File: config.mk
export PLATFORM = sky130hd
export DESIGN_NAME = interval_timer
export DESIGN_NICKNAME = d
export VERILOG_FILES = /design/src/rtl/timer_pkg.sv /design/src/rtl/timer_regs.sv /design/src/rtl/timer_core.sv /design/src/rtl/interval_timer.sv
export SDC_FILE = /design/constraint.sdc
export NUM_CORES = 1
export LEC_CHECK = 0
export BUFFER_PORTS_ARGS = -buffer_cell sky130_fd_sc_hd__buf_2
export CORE_ASPECT_RATIO = 1.75
export CORE_MARGIN = 2
export CORE_UTILIZATION = 55
export DETAILED_ROUTE_END_ITERATION = 7
export MAX_ROUTING_LAYER = met4
export PLACE_DENSITY = 0.77
export SLEW_MARGIN = 20
export SYNTH_ARGS = -nofsm -noshare
export SYNTH_HDL_FRONTEND = slang
export SYNTH_HIERARCHICAL = 1
export SYNTH_SLANG_ARGS = --single-unit
File: constraint.sdc
create_clock -name clk_i -period 2.2 [get_ports clk_i]
set_input_delay 0.66 -clock clk_i [delete_from_list [all_inputs] [get_ports clk_i]]
set_output_delay 0.66 -clock clk_i [all_outputs]
set_load 0.05 [all_outputs]
File: src/rtl/timer_pkg.sv
package timer_pkg;
  localparam int unsigned OFS_STATUS = 0;
  localparam int unsigned OFS_CTRL   = 1;
  localparam int unsigned OFS_PERIOD = 2;
  localparam int unsigned ST_TO      = 0;
  localparam int unsigned ST_RUN     = 1;
  localparam int unsigned CT_IE      = 0;
  localparam int unsigned CT_CONT    = 1;
  localparam int unsigned CT_START   = 2;
  localparam int unsigned CT_STOP    = 3;
endpackage

File: src/rtl/timer_regs.sv
module timer_regs
  import timer_pkg::*;
#(
  parameter int unsigned CNT_W  = 32,
  parameter int unsigned REG_W  = 16,
  parameter int unsigned ADDR_W = 3
) (
  input  logic              clk_i,
  input  logic              rst_ni,
  input  logic [ADDR_W-1:0] addr_i,
  input  logic              wr_i,
  input  logic [REG_W-1:0]  wdata_i,
  input  logic [CNT_W-1:0]  count_i,
  input  logic              run_i,
  input  logic              to_i,
  output logic [CNT_W-1:0]  period_nxt_o,
  output logic              ie_o,
  output logic              cont_o,
  output logic              load_o,
  output logic              start_o,
  output logic              stop_o,
  output logic              clr_o,
  output logic [CNT_W-1:0]  snap_o,
  output logic [REG_W-1:0]  rdata_o
);
  localparam int unsigned NHALF     = CNT_W / REG_W;
  localparam int unsigned SNAP_BASE = OFS_PERIOD + NHALF;

  logic [CNT_W-1:0] period_q;
  logic [NHALF-1:0] per_we, snap_we;
  logic             ctl_we;

  assign ctl_we  = wr_i && (addr_i == ADDR_W'(OFS_CTRL));
  assign clr_o   = wr_i && (addr_i == ADDR_W'(OFS_STATUS));
  assign start_o = ctl_we && wdata_i[CT_START];
  assign stop_o  = ctl_we && wdata_i[CT_STOP];
  assign load_o  = |per_we;

  for (genvar g = 0; g < NHALF; g++) begin : g_half
    assign per_we[g]  = wr_i && (addr_i == ADDR_W'(OFS_PERIOD + g));
    assign snap_we[g] = wr_i && (addr_i == ADDR_W'(SNAP_BASE + g));
    assign period_nxt_o[g*REG_W +: REG_W] =
      per_we[g] ? wdata_i : period_q[g*REG_W +: REG_W];
  end

  always_ff @(posedge clk_i or negedge rst_ni) begin
    if (!rst_ni) begin
      period_q <= '1;
      ie_o     <= 1'b0;
      cont_o   <= 1'b0;
      snap_o   <= '0;
    end else begin
      period_q <= period_nxt_o;
      if (ctl_we) begin
        ie_o   <= wdata_i[CT_IE];
        cont_o <= wdata_i[CT_CONT];
      end
      if (|snap_we) snap_o <= count_i;
    end
  end

  always_comb begin
    rdata_o = '0;
    if (addr_i == ADDR_W'(OFS_STATUS)) begin
      rdata_o[ST_TO]  = to_i;
      rdata_o[ST_RUN] = run_i;
    end
    if (addr_i == ADDR_W'(OFS_CTRL)) begin
      rdata_o[CT_IE]   = ie_o;
      rdata_o[CT_CONT] = cont_o;
    end
    for (int i = 0; i < NHALF; i++) begin
      if (addr_i == ADDR_W'(OFS_PERIOD + i)) rdata_o = period_q[i*REG_W +: REG_W];
      if (addr_i == ADDR_W'(SNAP_BASE + i))  rdata_o = snap_o[i*REG_W +: REG_W];
    end
  end
endmodule

File: src/rtl/timer_core.sv
module timer_core #(
  parameter int unsigned CNT_W = 32
) (
  input  logic             clk_i,
  input  logic             rst_ni,
  input  logic [CNT_W-1:0] period_i,
  input  logic             load_i,
  input  logic             start_i,
  input  logic             stop_i,
  input  logic             clr_i,
  input  logic             cont_i,
  output logic [CNT_W-1:0] count_o,
  output logic             run_o,
  output logic             to_o
);
  logic             expire;
  logic [CNT_W-1:0] cnt_d;
  logic             run_d, to_d;

  assign expire = run_o && (count_o == '0);

  always_comb begin
    cnt_d = count_o;
    run_d = run_o;
    to_d  = to_o;
    if (run_o) cnt_d = expire ? period_i : count_o - 1'b1;
    if (expire && !cont_i) run_d = 1'b0;
    // stop outranks start in the same write
    if (stop_i)       run_d = 1'b0;
    else if (start_i) run_d = 1'b1;
    if (load_i) begin
      cnt_d = period_i;
      run_d = 1'b0;
    end
    if (clr_i)  to_d = 1'b0;
    if (expire) to_d = 1'b1;
  end

  always_ff @(posedge clk_i or negedge rst_ni) begin
    if (!rst_ni) begin
      count_o <= '1;
      run_o   <= 1'b0;
      to_o    <= 1'b0;
    end else begin
      count_o <= cnt_d;
      run_o   <= run_d;
      to_o    <= to_d;
    end
  end
endmodule

File: src/rtl/interval_timer.sv
module interval_timer #(
  parameter int unsigned CNT_W  = 32,
  parameter int unsigned REG_W  = 16,
  parameter int unsigned ADDR_W = 3
) (
  input  logic              clk_i,
  input  logic              rst_ni,
  input  logic [ADDR_W-1:0] addr_i,
  input  logic              wr_i,
  input  logic [REG_W-1:0]  wdata_i,
  output logic [REG_W-1:0]  rdata_o,
  output logic              irq_o
);
  logic [CNT_W-1:0] period_nxt, count_q, snap_q;
  logic             ie_q, cont_q, run_q, to_q;
  logic             load, start, stop, clr;

  timer_regs #(.CNT_W(CNT_W), .REG_W(REG_W), .ADDR_W(ADDR_W)) u_regs (
    .clk_i, .rst_ni, .addr_i, .wr_i, .wdata_i,
    .count_i(count_q), .run_i(run_q), .to_i(to_q),
    .period_nxt_o(period_nxt), .ie_o(ie_q), .cont_o(cont_q),
    .load_o(load), .start_o(start), .stop_o(stop), .clr_o(clr),
    .snap_o(snap_q), .rdata_o
  );

  timer_core #(.CNT_W(CNT_W)) u_core (
    .clk_i, .rst_ni, .period_i(period_nxt), .load_i(load),
    .start_i(start), .stop_i(stop), .clr_i(clr), .cont_i(cont_q),
    .count_o(count_q), .run_o(run_q), .to_o(to_q)
  );

  assign irq_o = to_q & ie_q;
endmodule

==> results.md <==
* Outcome: finished, violations left
* Failing checks: setup timing
* Fin. Hold Viols at 0
* Max IR drop VDD at ~0.00074 V
* RSZ-0062 raised after global routing: yes
* Ant. Diodes at 0
* Worst reg2reg path endpoint: u_core/count_o[9]$_DFFE_PN1P_
* Critical Path Source Type: primary input
* Final Setup Violations at 16
* Number of H-tree levels at 3
* R2R depth at 10
* Final WL at 18,900 µm
* Post-Place Cells at 743
* P_leak at 0.00319 µW
* Period minus WS final at 2.60 ns
* Port bufs at 38
* Critical Path AT at between 1.5 and 2 ns
* Worst-Margin Slew at 0.518 ns
* Crit path from: addr_i[1]
* Power Density at approximately 930 nW/µm²
* Die W at 79.8 µm
* GP Congestion at 0.958
* TritonCTS clock tree: yes
* Area Overhead vs Synth at 35.8%
* Routed Antenna Nets at 0
* Antenna violations before repair at 0
* Synth top area cells: dfstp_2 30%, dfrtp_1 16%, mux2_2 11%
* Clk sinks at 100
* Worst Hold Class: primary input to asynchronous set/reset pin
* Clk_lat worst skew at ~0.35 ns
* Initial Util at 56.1%
* Vias per cell at 6.49
* Root buffer cell: clkbuf_16
* Worst r2r src: u_core/count_o[0]$_DFFE_PN1P_
* Sequential-to-total area share from yosys stat at 46.7%
* Reg clk slew, reported paths at about 0.070 ns
* Crit Path Category: primary input to output port
* Critical path fanouts, max at 10
* Fin cells at 773
* Pre-CTS WS at -0.614 ns
* Post-synthesis register bit count at 100
* Vias post-DR at approximately 5,000
* Post-synth top cells: 64 x dfstp_2, 53 x mux2_2, 53 x nor2_1, 36 x dfrtp_1, 28 x nand2_1
* Req. time, crit path at between 1.5 and 2 ns
* Skew final at 0.00887 ns
* GRT Util Overall at between 30% and 40%
* Die area at 10,900 µm²
* Routed len/inst at roughly 24 µm
* Reg2reg setup slack at 0.02 ns
* Element type at the critical path end: output port
* Max-cap violations at 0
* CTS buffer count at 9
* Largest net degree at the start of global routing at 42
* Core area at 9850 µm²
* Ys Warns at 6
* Layout net count at 666
* Syn avg cell area at 11.0 µm²
* Ys flop type: dfstp_2
* Row Count at 48
* EDFF count, synth at 0
* Die Y at between 100 and 150 µm
* Top-count cell post-synth: dfstp_2
* Count of final max-slew check failures at 0
* Detailed placer's ending HPWL at roughly 13,000 µm
* Post-route DRC violation count at 0
* Rel. slew slack at 65.5%
* First-pass GRT wire length at 28,200 µm
* Grt total ovfl at 0
* Pre-Repair DR Iteration Count at 6
* Setup ws final at -0.403 ns
* Syn Nets at 528
* Vias in the first global route at 5,049
* Async set or reset register ratio after synthesis at 100%
* Period utilization at 118%
* Yosys cell types at between 60 and 70
* 1st-iter DRT viols at roughly 360
* Area share of the largest cell type after synthesis at 30.4%
* CTS Buffer Depth at 2
* I/O pins at 39
* Post-synthesis cell count at around 510
* Post-Syn Area at 5530 µm²
* Layout cells sized above 1 at between 50% and 60%
* Peak Freq at 384 MHz
* Biggest area consumer among synthesized cells: dfstp_2
==> where the power goes <==
part / switching, µW / total, µW / internal, µW / leakage [µW]
combinational: 1230 / 2380 / 1140 / 0.00194
clock: 744 / 1650 / 903 / 0.000153
sequential: 411 / 2940 / 2530 / 0.00109
==> per-layer routing <==
layer | part of all wire, % | vias up | global-route usage (%)
met3 | 4.6 | 89 | 6.46
li1 | - | 2182 | -
met5 | 0 | - | -
met4 | 6.7 | 0 | 22.2
met1 | 34 | 2507 | 36.9
met2 | 55 | 239 | 64.8
==> cell families (layout without fill, tap and decap cells) <==
kind of cell / after synthesis / after routing / synth area share [%]
and+or+nand+nor: 175 / 175 / 17.9
AOI/OAI and AO/OA: 107 / 107 / 15.2
DFF: 100 / 100 / 46.7
muxes: 71 / 71 / 14.5
buffers and inverters: 45 / 188 / 4.57
xor gates and xnor gates: 6 / 6 / 0.950
adders and majority gates: 1 / 1 / 0.226
==> worst max-delay path by stage <==
stage / endpoint / slack [ns] / cells past startpoint
finish: rdata_o[11] / -0.40 / 8
global route: rdata_o[15] / -0.43 / 7
CTS: rdata_o[11] / -0.38 / 8
detailed placement: rdata_o[6] / -0.61 / 7
global placement: rdata_o[15] / -0.55 / 7
floorplan: rdata_o[0] / -0.25 / 7
==> cells in the final DEF (no fill, tap or decap), drive strengths merged, types with 3 or more instances in the layout <==
master and count:
nand2 28, nand4b 3, or2 3, dfstp 64, a21o 16, o211ai 5, o21ai 13, nand2b 5
nand3 14, or4 5, a22oi 8, or3 5, nor2b 3, mux2 69, dfrtp 36, buf 159
a21oi 14, o22ai 4, a32oi 3, a311o 3, nor2 55, o311ai 6, a222oi 14, xnor2 6
and3 3, nand4 6, nor4 16, a31o 3, nor3 16, inv 17, clkbuf 9, and2 5
==> layout make-up <==
class	count	area, µm²
clock inverter	7	81.3
tap	125	156
clock buffer	9	225
inverter	13	48.8
sequential	100	2580
multi-input combinational	360	2940
fill	623	2340
timing repair buffer	159	1480
==> stage by stage <==
step	TNS, ns	power (µW)	cell area [µm²]	hold WS, ns	util [%]
final	-5.33	6960	7510	0.274	76.2
after global routing	-6.01	7260	7510	0.290	76.2
after CTS	-5.17	6800	7380	0.281	74.9
after detailed placement	-17.23	4980	6710	0.495	68.1
after global placement	-15.51	4890	6710	0.479	68.1
after floorplan	-3.02	4060	5690	0.364	-
==> timing repair <==
action                                 in CTS  in global routing
gates cloned                                3                  0
buffers inserted                            8                  6
pin swaps                                  23                 20
setup endpoints to repair                  36                 41
endpoints found under the hold margin       0                  0
hold buffers                                0                  0
resized for setup                          70                 22
==> registers in the layout (all words and copies together), names as in the netlist <==
name             flops
u_core/run_o         1
u_core/count_o      32
u_regs/snap_o       32
u_regs/ie_o          1
u_regs/period_q     32
u_core/to_o          1
u_regs/cont_o        1
==> critical path, stage by stage <==
cell	delay, ns
buf_8	0.10
or2b_4	0.21
nor2_4	0.05
buf_12	0.14
a222oi_1	0.39
buf_4	0.20
nor2_4	0.03
buf_6	0.15
(Power assumes the default switching activity.)
